File: src/rtl/bpf_pkg.sv
package bpf_pkg;
    localparam int BYTE_W = 8;

    typedef enum logic [1:0] {
        ST_ISSUE = 2'd0,
        ST_WAIT  = 2'd1,
        ST_READY = 2'd2,
        ST_DRAIN = 2'd3
    } pf_state_t;
endpackage

File: src/rtl/bpf_fetch_ctl.sv
module bpf_fetch_ctl
    import bpf_pkg::*;
#(
    parameter int ADDR_W = 16,
    parameter int LANES  = 8,
    localparam int LW    = $clog2(LANES)
) (
    input  logic              clk,
    input  logic              rst_n,
    input  logic              pc_load,
    input  logic [ADDR_W-1:0] pc_value,
    input  logic              mem_rvalid,
    input  logic              take,
    input  logic              last,
    output logic              mem_req,
    output logic [ADDR_W-1:0] mem_addr,
    output logic              fill,
    output logic [LW-1:0]     fill_skip,
    output logic              disp_valid
);
    localparam int WA_W = ADDR_W - LW;

    pf_state_t       state, state_nx;
    logic [WA_W-1:0] waddr;
    logic [LW-1:0]   skip;

    // next-state logic
    always_comb begin
        state_nx = state;
        unique case (state)
            ST_ISSUE: state_nx = pc_load ? ST_ISSUE : ST_WAIT;
            ST_WAIT: begin
                if (pc_load)         state_nx = mem_rvalid ? ST_ISSUE : ST_DRAIN;
                else if (mem_rvalid) state_nx = ST_READY;
            end
            ST_READY: begin
                if (pc_load || (take && last)) state_nx = ST_ISSUE;
            end
            ST_DRAIN: begin
                if (mem_rvalid) state_nx = ST_ISSUE;
            end
            default: state_nx = ST_ISSUE;
        endcase
    end

    // state register and address bookkeeping
    always_ff @(posedge clk) begin
        if (!rst_n) begin
            state <= ST_ISSUE;
            waddr <= '0;
            skip  <= '0;
        end else begin
            state <= state_nx;
            if (pc_load) begin
                waddr <= pc_value[ADDR_W-1:LW];
                skip  <= pc_value[LW-1:0];
            end else begin
                if (fill)
                    skip <= '0;
                if (state == ST_READY && take && last)
                    waddr <= waddr + WA_W'(1);
            end
        end
    end

    // outputs
    always_comb begin
        mem_req    = (state == ST_ISSUE) && !pc_load;
        mem_addr   = {waddr, {LW{1'b0}}};
        fill       = (state == ST_WAIT) && mem_rvalid && !pc_load;
        fill_skip  = skip;
        disp_valid = (state == ST_READY) && !pc_load;
    end

    // a request pulse is never followed directly by another
    a_r2_single_req: assert property (@(posedge clk) disable iff (!rst_n)
        mem_req |=> !mem_req);

    // draining lane 7 starts the next word fetch at +8
    a_r6_next_word: assert property (@(posedge clk) disable iff (!rst_n)
        (take && last) |=> (state == ST_ISSUE && mem_addr == $past(mem_addr) + ADDR_W'(LANES)));

    // no request while a stale response is still due
    a_r10_drain_quiet: assert property (@(posedge clk) disable iff (!rst_n)
        (state == ST_DRAIN) |-> !mem_req);

    // a load retargets the fetch to the word holding the new address
    a_r8_load_retarget: assert property (@(posedge clk) disable iff (!rst_n)
        pc_load |=> ((state == ST_ISSUE || state == ST_DRAIN) &&
                     mem_addr[ADDR_W-1:LW] == $past(pc_value[ADDR_W-1:LW])));
endmodule

File: src/rtl/bpf_byte_store.sv
module bpf_byte_store
    import bpf_pkg::*;
#(
    parameter int LANES   = 8,
    localparam int LW     = $clog2(LANES),
    localparam int DATA_W = LANES * BYTE_W
) (
    input  logic              clk,
    input  logic              rst_n,
    input  logic              fill,
    input  logic [DATA_W-1:0] fill_data,
    input  logic [LW-1:0]     fill_skip,
    input  logic              take,
    output logic [BYTE_W-1:0] head_byte,
    output logic              last
);
    logic [DATA_W-1:0] word_q;
    logic [LW-1:0]     head;
    logic [BYTE_W-1:0] lane [LANES];

    for (genvar g = 0; g < LANES; g++) begin : g_lane
        assign lane[g] = word_q[g*BYTE_W +: BYTE_W];
    end

    always_ff @(posedge clk) begin
        if (!rst_n) begin
            word_q <= '0;
            head   <= '0;
        end else if (fill) begin
            word_q <= fill_data;
            head   <= fill_skip;
        end else if (take) begin
            head <= head + LW'(1);
        end
    end

    assign head_byte = lane[head];
    assign last      = (head == LW'(LANES - 1));

    // after a refill the presented byte is the lane picked by the skip count
    a_r3_lane_pick: assert property (@(posedge clk) disable iff (!rst_n)
        fill |=> (head_byte == $past(fill_data[{fill_skip, 3'b000} +: BYTE_W])));
endmodule

File: src/rtl/bpf_target_map.sv
module bpf_target_map #(
    parameter int BASE_W = 4,
    parameter int OPC_W  = 8,
    localparam int TGT_W = BASE_W + OPC_W
) (
    input  logic [BASE_W-1:0] base,
    input  logic [OPC_W-1:0]  opcode,
    output logic [TGT_W-1:0]  target
);
    assign target = {base, opcode};
endmodule

File: src/rtl/bytecode_prefetch.sv
module bytecode_prefetch
    import bpf_pkg::*;
#(
    parameter int ADDR_W = 16,
    parameter int LANES  = 8,
    parameter int BASE_W = 4,
    localparam int LW     = $clog2(LANES),
    localparam int DATA_W = LANES * BYTE_W,
    localparam int TGT_W  = BASE_W + BYTE_W
) (
    input  logic              clk,
    input  logic              rst_n,
    input  logic              pc_load,
    input  logic [ADDR_W-1:0] pc_value,
    input  logic [BASE_W-1:0] tbl_base,
    input  logic              disp_req,
    output logic              disp_valid,
    output logic [BYTE_W-1:0] disp_byte,
    output logic [TGT_W-1:0]  disp_target,
    output logic              mem_req,
    output logic [ADDR_W-1:0] mem_addr,
    input  logic              mem_rvalid,
    input  logic [DATA_W-1:0] mem_rdata
);
    logic          fill, take, last;
    logic [LW-1:0] fill_skip;

    assign take = disp_req && disp_valid;

    bpf_fetch_ctl #(.ADDR_W(ADDR_W), .LANES(LANES)) u_ctl (
        .clk        (clk),
        .rst_n      (rst_n),
        .pc_load    (pc_load),
        .pc_value   (pc_value),
        .mem_rvalid (mem_rvalid),
        .take       (take),
        .last       (last),
        .mem_req    (mem_req),
        .mem_addr   (mem_addr),
        .fill       (fill),
        .fill_skip  (fill_skip),
        .disp_valid (disp_valid)
    );

    bpf_byte_store #(.LANES(LANES)) u_store (
        .clk       (clk),
        .rst_n     (rst_n),
        .fill      (fill),
        .fill_data (mem_rdata),
        .fill_skip (fill_skip),
        .take      (take),
        .head_byte (disp_byte),
        .last      (last)
    );

    bpf_target_map #(.BASE_W(BASE_W), .OPC_W(BYTE_W)) u_map (
        .base   (tbl_base),
        .opcode (disp_byte),
        .target (disp_target)
    );

    // a jump cycle never offers a byte
    a_r9_load_blocks: assert property (@(posedge clk) disable iff (!rst_n)
        pc_load |-> !disp_valid);
endmodule

File: config.mk
export PLATFORM = sky130hd
export DESIGN_NAME = bytecode_prefetch
export DESIGN_NICKNAME = d
export VERILOG_FILES = /design/src/rtl/bpf_pkg.sv /design/src/rtl/bpf_fetch_ctl.sv /design/src/rtl/bpf_byte_store.sv /design/src/rtl/bpf_target_map.sv /design/src/rtl/bytecode_prefetch.sv
export SDC_FILE = /design/constraint.sdc
export NUM_CORES = 1
export LEC_CHECK = 0
export ABC_AREA = 1
export CORE_MARGIN = 2
export CORE_UTILIZATION = 49
export CTS_BUF_LIST = sky130_fd_sc_hd__clkbuf_2 sky130_fd_sc_hd__clkbuf_4 sky130_fd_sc_hd__clkbuf_8
export CTS_CLUSTER_SIZE = 20
export DETAILED_ROUTE_END_ITERATION = 16
export PLACE_DENSITY_LB_ADDON = 0.05
export SLEW_MARGIN = 20
export SYNTH_ARGS = -nofsm -noshare
export SYNTH_HDL_FRONTEND = slang
export SYNTH_SLANG_ARGS = --single-unit
File: constraint.sdc
create_clock -name clk -period 3.96 [get_ports clk]
set_input_delay 0.792 -clock clk [delete_from_list [all_inputs] [get_ports clk]]
set_output_delay 0.792 -clock clk [all_outputs]
set_load 0.005 [all_outputs]
-- After elaboration in Yosys (flattened, before gate mapping)
Cells that the tools add are included.
W data, S select, Z words.
- bitwise logic cells: 1
- $add $sub $neg: 2
- magnitude comparators: 1
- eq/ne operators: 7
- reductions and logical operators: 15
- mux-type cells: 16
- operators with widths (cell ; count):
    $mux W13 ; 2
    $bmux W8 S3 ; 1
    $mux W8 ; 2
    $add A13 B1 Y13 const B ; 1
    $mux W3 ; 4
    $mux W2 ; 5
    $logic_and A1 B1 Y1 ; 8
    $pmux W2 S4 ; 1
    $reduce_bool A2 Y1 ; 3
    $eq A2 B2 Y1 const B ; 2
    $ge A4 B4 Y1 const B ; 1
    $not A3 Y4 ; 1
    $add A3 B1 Y3 const B ; 1
    $eq A3 B3 Y1 const B ; 1
    $ne A3 B3 Y1 const B ; 1
    $reduce_and A3 Y1 ; 1
    $eq A2 B1 Y1 const B ; 1
    $logic_not A2 Y1 ; 1
    $ne A2 B1 Y1 const B ; 1
    $ne A2 B2 Y1 const B ; 1
    $logic_not A1 Y1 ; 1
    $logic_or A1 B1 Y1 ; 1
    $mux W1 ; 1
- output and inout port bits: 38
- word-level logic and storage cells: 47
- input port bits: 89
- register bits: 85

-- Logic depth before layout (Yosys ltp)
Gate-level depths: netlist (run 1).
- word-level depth: 7
- gate-level depth with buffers: 10
- gate-level depth less buffers: 9

-- By module
Synthesis (run 1) repeated with hierarchy kept, for this count alone.
- cells, all modules: 649
- area total of the unflattened synthesis: 4385.5 um2
- modules (own cells, without submodules) (module ; instances ; area an instance (um2) ; sequential area each (um2) ; cells an instance):
    bpf_byte_store ; 1 ; 3100.5 ; 1341.3 ; 452
    bpf_fetch_ctl ; 1 ; 1187.4 ; 360.3 ; 183
    bpf_target_map ; 1 ; 90.1 ; 0.0 ; 12
    bytecode_prefetch ; 1 ; 7.5 ; 0.0 ; 2

-- Worst setup path after synthesis (run 1)
Ideal clock, no wire load.
- path kind: reg2out
- from: register u_store.head[1]
- to: output port disp_target[5]
- buffers on the path: 3
- slack: 1800 ps
- stages on the path, launching flop included: 10
- arrival time: 1368 ps
- required time: 3168 ps
- path through: dfxtp_1 -> buf_2 -> inv_1 -> buf_2 -> a21oi_1 -> o21ai_0 -> nand2_1 -> nor2_1 -> a31oi_1 -> buf_4
- word-level cells in the longest chain between the ends: 4
- RTL lines (what ; RTL line ; text):
    start, declared ; bpf_byte_store.sv:18 ; logic [LW-1:0] head;
    start signal, assigned ; bpf_byte_store.sv:31 ; head <= fill_skip;
    start signal, assigned ; bpf_byte_store.sv:33 ; head <= head + LW'(1);
    $not A3 Y4 (implied by the code) ; bpf_byte_store.sv:37 ; assign head_byte = lane[head];
    $bmux W8 S3 ; bpf_byte_store.sv:37 ;
    $mux W8 (implied by the code) (2 in series) ; bpf_byte_store.sv:37 ;
    end, declared ; bytecode_prefetch.sv:19 ; output logic [TGT_W-1:0] disp_target,
Every way passes these cells. The select of a mux whose other input is x is not followed.

-- Final worst setup path (run 1)
- from: register u_store.head[0]
- to: output port disp_byte[0]
- word-level cells in the longest chain between the ends: 4
- RTL lines (what ; RTL line ; text):
    $not A3 Y4 (implied by the code) ; bpf_byte_store.sv:37 ;
    $bmux W8 S3 ; bpf_byte_store.sv:37 ;
    $mux W8 (implied by the code) (2 in series) ; bpf_byte_store.sv:37 ;
    end, declared ; bytecode_prefetch.sv:18 ; output logic [BYTE_W-1:0] disp_byte,
Every way passes these cells. The select of a mux whose other input is x is not followed.

==> results of run 1 <==
placed cells by master, fill, tap and decap left out, types with 2 or more instances in the layout:
| cell | count |
|---|---|
| nand2_1 | 129 |
| clkdlybuf4s50_1 | 115 |
| a21oi_1 | 111 |
| dfxtp_1 | 85 |
| o21ai_0 | 76 |
| inv_1 | 59 |
| nor2_1 | 31 |
| nand3_1 | 16 |
| clkbuf_8 | 10 |
| a31oi_1 | 9 |
| buf_4 | 7 |
| nor3_1 | 6 |
| ha_1 | 3 |
| conb_1 | 3 |
| clkinv_4 | 2 |
| nand3_4 | 2 |
| clkinv_1 | 2 |
| nand4_1 | 2 |
| xor2_1 | 2 |
| a211oi_1 | 2 |
| bufinv_16 | 2 |
layout make-up:
class,count,area [um2]
fillers,743,2766
multi-input cells,401,1907
flip-flops and latches,85,1702
repair buffers,122,1204
inverters,62,237.7
clock buffers,11,145.1
well taps,105,131.4
clock inverters,5,82.58
cell families (layout without fill, tap and decap cells):
logic type | count (synthesis) | after routing | share of synthesized area, %
xor gates and xnor gates | 3 | 3 | 0.6382
buffers and inverters | 114 | 200 | 12.85
AOI/OAI and AO/OA | 202 | 202 | 25.13
and+or+nand+nor | 190 | 190 | 19.05
DFF | 85 | 85 | 41.32
adders and majority gates | 3 | 3 | 0.9117
other | 1 | 3 | 0.09107
registers in the layout (all words and copies together) (netlist names):
| name | flops |
|---|---|
| u_store.word_q | 64 |
| u_ctl.state | 2 |
| u_store.head | 3 |
| u_ctl.waddr | 13 |
| u_ctl.fill_skip | 3 |
metrics by stage:
stage,hold WS (ps),util (%)
after floorplan,429.7,-
after global placement,440.5,63.38
after detailed placement,447.1,63.38
after CTS,459.9,66.16
after global routing,479.1,66.16
final,459.3,66.16
worst paths after layout:
kind                                         start            endpoint  cells after the start
worst max-delay path               u_store.head[0]        disp_byte[0]                      6
worst min-delay path            u_store.word_q[43]  u_store.word_q[43]                      2
worst max register to register      u_ctl.state[1]     u_store.head[1]                      6
worst min register to register  u_store.word_q[43]  u_store.word_q[43]                      2
power breakdown:
group          switching [uW]  internal (uW)  leakage [uW]
logic                     137            170       0.00120
registers                21.9            887      0.000691
clock network             308            382      0.000117
worst reg2reg max path: cells and delay by family, from the launching register on:
family / cells / cell delay (ps)
compound gates: 2 / 330
simple gates: 2 / 200
flops: 1 / 450
buf+inv: 2 / 960
metal layers:
layer	track usage, %	wire length (um)
met1	31.78	4834
met2	39.34	5085
met3	4.901	753
met4	4.405	77
met5	0	0
==> insert_results.sql, run 1 <==
INSERT INTO impl_metrics (metric_group, metric, value, unit) VALUES
('run_status', 'status', 'completed', ''),
('clock_network', 'cts_max_path_buffers', '2', ''),
('logic_synthesis', 'syn_area_per_cell', '6.886', 'um2'),
('logic_synthesis', 'top_cells_by_instance_count_after_synthesis', 'nand2_1 (129), a21oi_1 (111), dfxtp_1 (85), o21ai_0 (76), inv_1 (59)', ''),
('place', 'routabilityCongestion', '0.8850', ''),
('global_routing', 'maximum_number_of_pins_on_one_net_before_global_route_repair', '102', ''),
('critical_path', 'worst_setup_path_end_kind', 'output port', ''),
('final_layout', 'flow.area_growth_from_synthesis', '31.36', '%'),
('place', 'pre_cts_slack', '954.1', 'ps'),
('critical_path', 'path_delay_family', 'buffers and inverters', ''),
('logic_synthesis', 'post-synth-top-area-fraction', '41.32', '%'),
('logic_synthesis', 'synthesis.area', '4118', 'um2'),
('clock_network', 'total_of_hold_buffers_inserted_after_clock_tree_synthesis', '0', ''),
('logic_synthesis', 'synth_edf_count', '0', ''),
('logic_synthesis', 'ys_warnings', '0', ''),
('routing', 'drt-total-wl', '10750', 'um'),
('logic_synthesis', 'syn-instance-count', '598', ''),
('sta', 'final.period_utilization', '84.80', '%'),
('final_layout', 'stdcell_area', '5409', 'um2'),
('logic_synthesis', 'synth_seq_cells', '85', ''),
('sta', 'number_of_hold_violations_in_the_final_report', '0', ''),
('routing', 'drc_errors', '0', ''),
('global_routing', 'antenna_found_initial', '0', ''),
('routing', 'via_count', '4107', ''),
('clock_network', 'tritoncts', 'built', ''),
('place', 'detailed_place_hpwl', '7467', 'um'),
('routing', 'drtIter0Drc', '250', ''),
('sta', 'grt_setup_unrepaired', 'false', ''),
('critical_path', 'crit_slowest_cell', 'inv_1', ''),
('floorplanning', 'core_area', '8175', 'um2'),
('routing', 'drtPass1Iterations', '5', ''),
('sta', 'fin_skew', '7.633', 'ps'),
('clock_network', 'cts-buffers-inserted', '9', ''),
('clock_network', 'clock_latency', '350', 'ps'),
('pwr', 'power.ir.vdd_worst', '207.9', 'uV'),
('sta', 'post-route-worst-setup-slack', '601.7', 'ps'),
('logic_synthesis', 'yosysSeqAreaShare', '41.32', '%'),
('clock_network', 'post_cts_buffers', '0', ''),
('sta', 'maxSlewHeadroom', '33.72', '%'),
('logic_synthesis', 'netlist-cell-type-count', '32', ''),
('logic_synthesis', 'synth.most_common_cell', 'nand2_1', ''),
('pwr', 'total_power', '1907', 'uW'),
('clock_network', 'buffer_cell_driving_the_clock_tree_root', 'clkbuf_8', ''),
('floorplanning', 'initial_cell_density_of_the_core', '50.37', '%'),
('clock_network', 'cts_htree_levels', '3', ''),
('routing', 'drt-wirelength-per-cell', '13.59', 'um'),
('min_path', 'hold_path_class', 'flip-flop to flip-flop', ''),
('sta', 'setup-tns-final', '0', 'ps'),
('sta', 'final-max-slew-violation-count', '0', ''),
('critical_path', 'timing.critical_path.from_type', 'flip-flop', ''),
('clock_network', 'clk_transition_reported_paths', '80', 'ps'),
('floorplanning', 'die_x', '95.67', 'um'),
('critical_path', 'crit_path_max_fanout', '33', ''),
('logic_synthesis', 'yosys.area.top_type', 'dfxtp_1', ''),
('final_layout', 'drive_gt1_share', '4.373', '%'),
('logic_synthesis', 'fraction_of_registers_with_async_set_reset', '0', '%'),
('final_layout', 'layoutNonFillerInstCount', '791', ''),
('floorplanning', 'num_io_pins', '127', ''),
('global_routing', 'grt.total_usage', '23.58', '%'),
('critical_path', 'timing.critical_path.slowest_cell_delay', '610', 'ps'),
('job', 'cap_violations', '0', ''),
('critical_path', 'worst_path_cell_chain', 'inv_1 > o21ai_0 > nand2_1 > nor2_1 > a31oi_1 > clkdlybuf4s50_1', ''),
('floorplanning', 'floorplan.die_area', '9153', 'um2'),
('logic_synthesis', 'synthTopCellsByArea', 'dfxtp_1 (41%), a21oi_1 (13%), nand2_1 (12%)', ''),
('sta', 'max_freq', '297.8', 'MHz'),
('critical_path', 'cp_data_required_time', '3170', 'ps'),
('floorplanning', 'std_cell_rows', '33', ''),
('sta', 'layout_min_cycle_time', '3358', 'ps'),
('floorplanning', 'floorplan.die.height', '95.67', 'um'),
('critical_path', 'arrival_time_at_the_worst_endpoint', '2570', 'ps'),
('global_routing', 'grt-ovfl-total', '0', '');
(Power assumes the default switching activity.)
==> inputs of run 2 (changes only) <==
CORE_UTILIZATION = 48   (was 49)
clock period = 3.2 ns   (was 3.96 ns; I/O delays follow)
==> run 2 against run 1 <==
  * Critical path depth did not move
  * Register-to-register slack got worse by 500 ps
  * Die area rose by 2.0%
  * Critical endpoint is now disp_target[0]
==> insert_results.sql, run 2 (same netlist as run 1, synthesis figures left out) <==
INSERT INTO impl_metrics (metric_group, metric, value, unit) VALUES
('min_path', 'hp-start', 'u_store.word_q[46]', ''),
('routing', 'drtIter0Drc', '155', ''),
('min_path', 'timing.hold.worst_path_depth', '2', ''),
('routing', 'drt-wirelength-per-cell', '13.41', 'um'),
('sta', 'grt_setup_unrepaired', 'false', ''),
('sta', 'worst_pin_slew', '555.9', 'ps'),
('clock_network', 'post_cts_buffers', '0', ''),
('clock_network', 'total_of_hold_buffers_inserted_after_clock_tree_synthesis', '0', ''),
('critical_path', 'path_delay_family', 'buffers and inverters', ''),
('clock_network', 'clk_transition_reported_paths', '80', 'ps'),
('final_layout', 'flow.area_growth_from_synthesis', '30.99', '%'),
('final_layout', 'num_antenna_cells', '0', ''),
('place', 'detailed_place_hpwl', '7638', 'um'),
('sta', 'setup-tns-final', '0', 'ps'),
('pwr', 'power.leakage', '0.002002', 'uW'),
('final_layout', 'register_area', '1702', 'um2'),
('clock_network', 'clock-sinks', '85', ''),
('floorplanning', 'num_io_pins', '127', ''),
('clock_network', 'tritoncts', 'built', ''),
('sta', 'maxSlewHeadroom', '62.71', '%'),
('final_layout', 'top_register', 'u_store.word_q', ''),
('floorplanning', 'core_area', '8258', 'um2'),
('global_routing', 'grt.total_usage', '22.61', '%'),
('min_path', 'hold_path_class', 'flip-flop to flip-flop', ''),
('critical_path', 'reg2regPathDepth', '8', ''),
('final_layout', 'most-common-layout-cells', 'nand2_1 (129), clkdlybuf4s50_1 (115), a21oi_1 (111), dfxtp_1 (85), o21ai_0 (76)', ''),
('critical_path', 'source_of_the_critical_timing_path', 'u_store.head[0]', ''),
('routing', 'via_count', '4090', ''),
('sta', 'final.period_utilization', '89.30', '%'),
('pwr', 'power.ir.vdd_worst', '242.1', 'uV'),
('pwr', 'power_density', '402.7', 'nW/um2'),
('critical_path', 'worst_path_cell_chain', 'inv_1 > buf_4 > a21oi_1 > o21ai_0 > a31oi_1 > clkdlybuf4s50_1', ''),
('critical_path', 'crit_slowest_cell', 'clkdlybuf4s50_1', ''),
('routing', 'drc_errors', '0', ''),
('final_layout', 'layout.filler_cells', '787', ''),
('floorplanning', 'floorplan.die_area', '9335', 'um2'),
('final_layout', 'finish.utilization', '65.32', '%'),
('critical_path', 'cp_data_required_time', '2560', 'ps'),
('floorplanning', 'initial_cell_density_of_the_core', '49.86', '%'),
('critical_path', 'crit-reg2reg-capture', 'u_ctl.waddr[0]', ''),
('final_layout', 'finish.net_count', '776', ''),
('critical_path', 'reg_to_reg_start', 'u_store.head[0]', ''),
('critical_path', 'timing.critical_path.slowest_cell_delay', '560', 'ps'),
('routing', 'vias_per_cell', '5.158', ''),
('sta', 'fin_skew', '13.22', 'ps'),
('clock_network', 'cts-buffers-inserted', '9', ''),
('min_path', 'worst_hold_path.endpoint', 'u_store.word_q[46]', ''),
('global_routing', 'grt-ovfl-total', '0', ''),
('final_layout', 'multiInputGateArea', '1907', 'um2'),
('clock_network', 'clock_latency', '350', 'ps'),
('floorplanning', 'floorplan.die.height', '96.62', 'um'),
('critical_path', 'ff2ff_setup_slack', '1380', 'ps'),
('final_layout', 'leading_cell_type_in_the_layout_fill_and_taps_excluded', 'nand2_1', ''),
('global_routing', 'grt_pass1_vias', '3760', ''),
('critical_path', 'timing.critical_path.from_type', 'flip-flop', ''),
('routing', 'drt-total-wl', '10630', 'um'),
('final_layout', 'drive_gt1_share', '4.651', '%'),
('place', 'port-buffer-count', '115', ''),
('global_routing', 'grt_first_pass_wirelength', '17600', 'um'),
('critical_path', 'crit_path_max_fanout', '18', ''),
('clock_network', 'cts_htree_levels', '3', ''),
('sta', 'max_freq', '349.9', 'MHz'),
('clock_network', 'cts.repair.resized', '0', ''),
('clock_network', 'cts_max_path_buffers', '2', ''),
('routing', 'drtAntennaViolNets', '0', ''),
('sta', 'final-max-slew-violation-count', '0', ''),
('sta', 'setup_violations', '0', ''),
('routing', 'drtPass1Iterations', '4', ''),
('place', 'routabilityCongestion', '0.8655', ''),
('critical_path', 'path_class', 'flip-flop to output port', ''),
('critical_path', 'critical_path_buf_inv_count', '3', ''),
('global_routing', 'maximum_number_of_pins_on_one_net_before_global_route_repair', '102', ''),
('floorplanning', 'die_x', '96.62', 'um'),
('floorplanning', 'std_cell_rows', '33', ''),
('run_status', 'status', 'completed', ''),
('job', 'cap_violations', '0', ''),
('clock_network', 'buffer_cell_driving_the_clock_tree_root', 'clkbuf_8', ''),
('critical_path', 'worst_setup_path_end_kind', 'output port', ''),
('sta', 'layout_min_cycle_time', '2858', 'ps'),
('final_layout', 'largest_register_ff_count', '64', ''),
('global_routing', 'antenna_found_initial', '0', ''),
('sta', 'number_of_hold_violations_in_the_final_report', '0', ''),
('final_layout', 'largest_registers', 'u_store.word_q x64, u_ctl.waddr x13', ''),
('critical_path', 'arrival_time_at_the_worst_endpoint', '2220', 'ps');
[run 2: final cells by class]
cell class | instances | share of cell area (%)
clock buffers | 11 | 2.575
flip-flops and latches | 85 | 31.55
well taps | 105 | 2.436
multi-input cells | 401 | 35.35
clock inverters | 4 | 0.4871
repair buffers | 125 | 23.20
inverters | 62 | 4.407
[run 2: power breakdown]
part	internal [uW]	leakage (uW)	switching, uW
Sequential	1100	0.000691	26.8
Clock	294	0.0000860	370
Combinational	215	0.00123	168
Total	1610	0.00200	565
[run 2: through the flow]
step | setup slack, ps | hold slack [ps] | instances | cell area (um2) | total power, uW
final | 342.4 | 458.1 | 793 | 5394 | 2172
after global placement | 551.8 | 439.9 | 778 | 5229 | 1526
after CTS | 338.6 | 460.1 | 793 | 5394 | 2190
after detailed placement | 517.8 | 447.7 | 778 | 5229 | 1533
after global routing | 180.4 | 477.8 | 793 | 5394 | 2282
after floorplan | 1192 | 429.7 | 600 | 4125 | 1332
[run 2: metal layers]
metal	vias to the layer above	share of wire, %	GRT usage [%]
li1	2112	-	-
met1	1853	48	30.66
met2	114	46	36.38
met3	11	4.6	4.263
met4	0	1.4	7.476
met5	-	0	0
[run 2: worst register-to-register path, cell delays in order, from the launching register on]
cell	delay, ps
dfxtp_1	330
buf_4	310
ha_1	210
ha_1	190
nand2_4	130
nand2_1	290
inv_1	120
nand2_1	80
a21oi_1	60
[run 2: worst max-delay path by stage]
stage	end	cells after the start
floorplan	disp_target[5]	9
global placement	mem_req	5
detailed placement	mem_req	5
CTS	disp_target[0]	6
global route	disp_target[1]	7
finish	disp_target[0]	6
